===== src/rtl/pixser_pkg.sv =====
package pixser_pkg;
   // pending mode as written from the bus
   typedef struct packed {
      logic slow;
      logic inv;
   } pixser_mode_t;
endpackage


===== src/rtl/pixser_pacer.sv =====
// Pixel pacing: a phase divider for half-rate mode and a bit counter that
// marks the last pixel step of a word time.
module pixser_pacer #(
   parameter int WORD_W   = 16,
   parameter int SLOW_DIV = 2
) (
   input  logic clk,
   input  logic rst_n,
   input  logic slow,
   output logic step,
   output logic boundary
);
   localparam int CNT_W = $clog2(WORD_W);
   localparam int PH_W  = $clog2(SLOW_DIV);
   localparam logic [CNT_W-1:0] LAST_BIT = CNT_W'(WORD_W - 1);
   localparam logic [PH_W-1:0]  LAST_PH  = PH_W'(SLOW_DIV - 1);

   logic [CNT_W-1:0] bit_cnt;
   logic [PH_W-1:0]  phase;

   assign step     = !slow || (phase == LAST_PH);
   assign boundary = step && (bit_cnt == LAST_BIT);

   always_ff @(posedge clk) begin
      if (!rst_n) begin
         bit_cnt <= '0;
         phase   <= '0;
      end else if (boundary) begin
         bit_cnt <= '0;
         phase   <= '0;
      end else begin
         if (step)
            bit_cnt <= bit_cnt + 1'b1;
         phase <= (slow && !step) ? phase + 1'b1 : '0;
      end
   end
endmodule


===== src/rtl/pixser_mode.sv =====
// Mode holding: bus writes land in a pending copy, and the pacing choice is
// moved into the active copy only at a word boundary.
module pixser_mode
   import pixser_pkg::*;
(
   input  logic         clk,
   input  logic         rst_n,
   input  logic         wr,
   input  logic         speed_in,
   input  logic         inv_in,
   input  logic         boundary,
   output pixser_mode_t pend,
   output logic         act_slow
);
   always_ff @(posedge clk) begin
      if (!rst_n) begin
         pend     <= '0;
         act_slow <= 1'b0;
      end else begin
         if (boundary)
            act_slow <= pend.slow;
         if (wr) begin
            pend.slow <= speed_in;
            pend.inv  <= inv_in;
         end
      end
   end
endmodule


===== src/rtl/pixser_shifter.sv =====
// Word shift register: loads at a boundary (complemented when inverted,
// zero when no word), shifts toward the MSB on each pixel step.
module pixser_shifter #(
   parameter int WORD_W = 16
) (
   input  logic              clk,
   input  logic              rst_n,
   input  logic              step,
   input  logic              boundary,
   input  logic              load_valid,
   input  logic [WORD_W-1:0] load_word,
   input  logic              invert,
   input  logic              blank,
   output logic              pix
);
   logic [WORD_W-1:0] sh_q;
   logic [WORD_W-1:0] sh_next;

   generate
      for (genvar i = 0; i < WORD_W; i++) begin : g_lane
         if (i == 0) begin : g_fill
            assign sh_next[i] = 1'b0;
         end else begin : g_move
            assign sh_next[i] = sh_q[i-1];
         end
      end
   endgenerate

   always_ff @(posedge clk) begin
      if (!rst_n)
         sh_q <= '0;
      else if (boundary)
         sh_q <= load_valid ? (load_word ^ {WORD_W{invert}}) : '0;
      else if (step)
         sh_q <= sh_next;
   end

   assign pix = sh_q[WORD_W-1] & ~blank;
endmodule


===== src/rtl/pixser.sv =====
module pixser
   import pixser_pkg::*;
#(
   parameter int WORD_W    = 16,
   parameter int MODE_W    = 16,
   parameter int SPEED_BIT = 15,
   parameter int INV_BIT   = 14,
   parameter int SLOW_DIV  = 2
) (
   input  logic              clk,
   input  logic              rst_n,
   input  logic              mode_wr,
   input  logic [MODE_W-1:0] mode_bus,
   input  logic [WORD_W-1:0] word_data,
   input  logic              word_valid,
   input  logic              blank,
   output logic              pix_out,
   output logic              unload
);
   localparam logic [MODE_W-1:0] USED_MASK =
      (MODE_W'(1) << SPEED_BIT) | (MODE_W'(1) << INV_BIT);

   generate
      if (WORD_W < 2) begin : g_bad_word
         $error("pixser: WORD_W must be at least 2");
      end
      if (SLOW_DIV < 2) begin : g_bad_div
         $error("pixser: SLOW_DIV must be at least 2");
      end
      if (SPEED_BIT >= MODE_W || INV_BIT >= MODE_W || SPEED_BIT == INV_BIT) begin : g_bad_bits
         $error("pixser: mode bit positions must be distinct and inside the bus");
      end
   endgenerate

   logic [MODE_W-1:0] ignored_bits_unused;
   assign ignored_bits_unused = mode_bus & ~USED_MASK;

   pixser_mode_t pend;
   logic         act_slow;
   logic         step;
   logic         boundary;

   pixser_mode u_mode (
      .clk      (clk),
      .rst_n    (rst_n),
      .wr       (mode_wr),
      .speed_in (mode_bus[SPEED_BIT]),
      .inv_in   (mode_bus[INV_BIT]),
      .boundary (boundary),
      .pend     (pend),
      .act_slow (act_slow)
   );

   pixser_pacer #(.WORD_W(WORD_W), .SLOW_DIV(SLOW_DIV)) u_pacer (
      .clk      (clk),
      .rst_n    (rst_n),
      .slow     (act_slow),
      .step     (step),
      .boundary (boundary)
   );

   pixser_shifter #(.WORD_W(WORD_W)) u_shifter (
      .clk        (clk),
      .rst_n      (rst_n),
      .step       (step),
      .boundary   (boundary),
      .load_valid (word_valid),
      .load_word  (word_data),
      .invert     (pend.inv),
      .blank      (blank),
      .pix        (pix_out)
   );

   assign unload = boundary;
endmodule


===== config.mk =====
export PLATFORM = sky130hd
export DESIGN_NAME = pixser
export DESIGN_NICKNAME = d
export VERILOG_FILES = /design/src/rtl/pixser_pkg.sv /design/src/rtl/pixser_pacer.sv /design/src/rtl/pixser_mode.sv /design/src/rtl/pixser_shifter.sv /design/src/rtl/pixser.sv
export SDC_FILE = /design/constraint.sdc
export NUM_CORES = 1
export LEC_CHECK = 0
export ABC_AREA = 1
export CAP_MARGIN = 20
export CORE_ASPECT_RATIO = 1.4
export CORE_MARGIN = 2
export CORE_UTILIZATION = 51
export DETAILED_ROUTE_END_ITERATION = 10
export PLACE_DENSITY = 0.84
export SYNTH_ARGS = -nofsm -noshare
export SYNTH_HDL_FRONTEND = slang
export SYNTH_SLANG_ARGS = --single-unit

===== constraint.sdc =====
create_clock -name clk -period 2.9 [get_ports clk]
set_input_delay 0.435 -clock clk [delete_from_list [all_inputs] [get_ports clk]]
set_output_delay 0.435 -clock clk [all_outputs]
set_load 0.02 [all_outputs]

# After elaboration in Yosys (flattened, before gate mapping)

Index checks and enable logic that the tools add are counted.

Bits in registers: 24
Output and inout port bits: 2

Add/subtract/negate cells: 2
Equal/unequal tests: 1
Muxes and demuxes: 3
Bitwise operators: 5
Reduce and logical (&&, ||, !) cells: 8

Operator list:

| kind                                         | count |
|---|---|
| two-way mux 16 bit                           | 3 |
| XOR 16 bit                                   | 1 |
| adder 4 x 1 -> 4 bit (second input constant) | 1 |
| equality test 4 bit (second input constant)  | 1 |
| NOT 1 bit                                    | 3 |
| OR reduction 3 bit                           | 1 |
| logical AND 1 bit                            | 2 |
| logical NOT 1 bit                            | 2 |
| nonzero test 2 bit                           | 1 |
| OR reduction 2 bit                           | 1 |
| adder 1 bit (second input constant)          | 1 |
| AND 1 bit                                    | 1 |
| logical OR 1 bit                             | 1 |

# Logic depth before layout (Yosys ltp)

Depth in word-level cells: 6
Gate-level depth with buffers: 9
Depth with buffers taken out: 8

# Hierarchy

Synthesis repeated with hierarchy kept, for this count alone.

Cell total of the unflattened synthesis: 224
Area, all modules: 1452.6 um2

By module, submodules not included:

| module         | instances | cells an instance | area each (um2) |
|---|---|---|---|
| pixser_shifter | 1         | 174               | 1084.8 |
| pixser_pacer   | 1         | 32                | 249.0 |
| pixser_mode    | 1         | 18                | 118.9 |

# Worst setup path before layout

OpenSTA, ideal clock, no wires.

Path type: reg2out
From: register u_pacer.bit_cnt[0]
To: output port unload
Arrival time: 961 ps
Data required time: 2465 ps
Setup slack: 1504 ps
Cell stages (with the launch flop): 5
Buffers on the path: 1
Cells stage by stage: dfxtp_1 ha_1 nand3_2 nor2_4 buf_6

Word-level cells in the longest chain between the ends: 2

RTL lines:

| what                     | RTL line           | text |
|---|---|---|
| start: declaration       | pixser_pacer.sv:18 | `logic [CNT_W-1:0] bit_cnt;` |
| start signal: assignment | pixser_pacer.sv:33 | `bit_cnt <= bit_cnt + 1'b1;` |
| equality test 4 bit      | pixser_pacer.sv:22 | `assign boundary = step && (bit_cnt == LAST_BIT);` |
| logical AND 1 bit        | pixser_pacer.sv:22 |  |
| end: declaration         | pixser.sv:18       | `output logic unload` |

Every way passes these cells.

# Final worst setup path

Ends and elaborated chain as after synthesis.

==> summary.log <==
qor: final_layout.flow.area_growth_from_synthesis 17.53%
qor: clock_network.cts_repair_resize_count 0
qor: power.total_power 0.6020 mW
qor: synth.synth-async-reset-ratio 0%
qor: sta.hold-worst-slack 0.4680 ns
qor: final_layout.antenna_cells_inserted 0
qor: sta.finalCritPeriodShare 74.95%
qor: synth.synth_top_family_by_area simple AND/OR/NAND/NOR gates
qor: synth.synth_largest_type_area_fraction 33.16%
qor: drt.final_antenna_net_count 0
qor: grt.grt_antenna_before_repair 0
qor: synth.cell_types_with_the_highest_counts_after_synthesis nand2_1 (82), nor2_1 (40), inv_1 (31)
qor: synth.synth-simple-area-share 42.14%
qor: power.total_leakage_power 0.9118 nW
qor: synth.syn-num-nets 280
qor: worst_setup_path.ff2ff_path_depth 7
qor: clock_network.insertion_delay 0.31 ns
qor: sta.timing.final.crit_period 2.174 ns
qor: placement.routabilityCongestion 0.7477
qor: synth.synth.top_cells.by_area dfxtp_1 (33%), nand2_1 (21%), nor2_1 (10%)
qor: synth.synthesis.instances 242
qor: worst_hold_path.holdCritPathClass reg -> reg
qor: die.core_area 2670 µm²
qor: clock_network.cts.root.buffer_cell clkbuf_4
qor: die.fp.dieArea 3289 µm²
qor: sta.fmax 460.1 MHz
qor: synth.yosys.cell_count.top_type nand2_1
qor: clock_network.cts_buffer_depth 2
qor: drt.via_count 1354
qor: sta.report.final.setup_viol 0
qor: sta.tns 0 ns
qor: power.max_ir_drop_vdd 0.3163 mV
qor: placement.detailedPlacementHpwl 1785 µm
qor: clock_network.htree_levels 1
qor: worst_setup_path.required 2.47 ns
qor: grt.maximum_number_of_pins_on_one_net_before_global_route_repair 36
qor: grt.grt-ovfl-total 0
qor: worst_setup_path.critPathLaunchType register
qor: die.ioPinCount 39
qor: die.floorplan.die.height 67.07 µm
qor: sta.finalHoldViolations 0
qor: drt.avgViaCountPerCell 4.590
qor: final_layout.nNetsFinal 298
qor: die.placementRows 22
qor: clock_network.clock_sinks 24
qor: sta.rsz0062_at_grt false
qor: flow_run.max-cap-violations 0
qor: synth.synth-edff-count 0
qor: drt.detail_route.iter0.violations 21
qor: synth.postSynth.topFlopCell dfxtp_1
qor: synth.ys_seq_area_share 33.16%
qor: synth.ys_ff_latch 24
qor: synth.ys_types 20
qor: synth.synthesis.area 1449 µm²
qor: clock_network.cts_tree done
qor: worst_setup_path.crit_arrival 1.74 ns
qor: clock_network.hold_buffers 0
qor: placement.io_buffer_count 24
qor: die.initial_utilization 54.26%
qor: outcome.outcome finished, final reports clean
qor: synth.syn-mean-instance-area 5.987 µm²
qor: grt.grt_util_all_layers 17.74%
qor: worst_setup_path.crit_type reg -> out
qor: clock_network.post-cts-setup-buffer-count 0
qor: drt.wl_per_cell 8.647 µm
qor: worst_setup_path.critical_path.endpoint_type primary output
qor: synth.post_synth_fa_ha_maj_area_fraction 0.8636%
qor: power.power_density 353.5 nW/µm²
qor: sta.worst_clock_skew 0.002908 ns
qor: grt.grt_pass1_vias 1178
qor: sta.final-max-slew-violation-count 0
qor: sta.slew_headroom 36.92%
qor: synth.synthDominantAreaCellType dfxtp_1
qor: drt.total_wirelength_of_the_detailed_routed_design 2551 µm
qor: sta.worst_slew_pin_slew 0.9449 ns
qor: worst_setup_path.path_max_fanout 3
qor: grt.grt_first_pass_wirelength 4761 µm
qor: drt.post-route-drc-count 0
qor: clock_network.numCtsBuffers 3
qor: synth.synth_mux_area_share 0%
qor: final_layout.layout-drive-gt1-share 6.178%
qor: die.die_boundary_width 49.05 µm
qor: drt.drt_pass1_iterations 4
qor: synth.yosys.area_share.xor_xnor 2.418%
qor: synth.yosys_warnings 0
qor: clock_network.path_clk_slew 0.12 ns
qor: worst_hold_path.hold_path_depth 2
qor: synth.synth_compound_area_share 6.908%
## area by class of cell
cell class                 instances  area, µm²
fill                             281      967.2
multi-input combinational        170      758.2
sequential                        24      480.5
timing repair buffer              25      247.7
inverter                          36      135.1
tap                               36      45.04
clock buffer                       4      36.28
## cell families after synthesis
family                     count (synthesis)
AOI/OAI and AO/OA                         20
xor gates and xnor gates                   4
adders and majority gates                  1
buffers and inverters                     48
DFF                                       24
and+or+nand+nor                          145
## sequential cells by signal, summed over array words and instances, names as in the netlist
signal and cells:
u_pacer.phase 1, u_shifter.sh_q 16, u_mode.pend 2, u_pacer.bit_cnt 4, u_mode.act_slow 1
## worst max-delay path, cell delays in order (launching register included)
cell	delay, ns
dfxtp_1	0.39
ha_1	0.22
nand3_2	0.10
nor2_4	0.11
clkdlybuf4s50_1	0.61
## layer usage
metal / track usage, % / wire, µm
met1: 22.30 / 1274
met2: 31.68 / 1155
met3: 2.691 / 106
met4: 4.286 / 14
met5: 0 / 0
## path summary, 6_finish.rpt
path              slack, ns                end               start
setup / recovery       0.73             unload  u_pacer.bit_cnt[0]
hold / removal         0.47  u_shifter.sh_q[0]   u_shifter.sh_q[0]
setup reg to reg       1.36  u_shifter.sh_q[7]      u_mode.pend[0]
hold reg to reg        0.47  u_shifter.sh_q[0]   u_shifter.sh_q[0]
## cell usage in the layout (no fill, tap or decap)
cell / instances
clkbuf_4: 3
xnor2_1: 2
dfxtp_1: 24
buf_4: 1
nand3_1: 16
inv_2: 5
clkdlybuf4s50_1: 24
o21ai_0: 17
nand2_4: 2
nor2_4: 3
xor2_1: 2
o21ai_1: 1
nand4_1: 1
a21oi_1: 2
nor2_1: 40
nand2_1: 82
inv_1: 31
ha_1: 1
nand3_2: 1
clkbuf_8: 1
## per-stage QoR
step | area, µm² | cells | util [%] | worst slack, ns
floorplan | 1449 | 242 | - | 1.504
global placement | 1667 | 291 | 62.42 | 0.9330
detailed placement | 1667 | 291 | 62.42 | 0.9368
CTS | 1703 | 295 | 63.78 | 0.7104
global route | 1703 | 295 | 63.78 | 0.6406
finish | 1703 | 295 | 63.78 | 0.7265
## where the power goes
part / switching, mW / internal (mW)
clock network: 0.0947 / 0.0766
registers: 0.0111 / 0.335
logic: 0.0373 / 0.0471
Note: power is estimated with default switching activity, not from simulation.
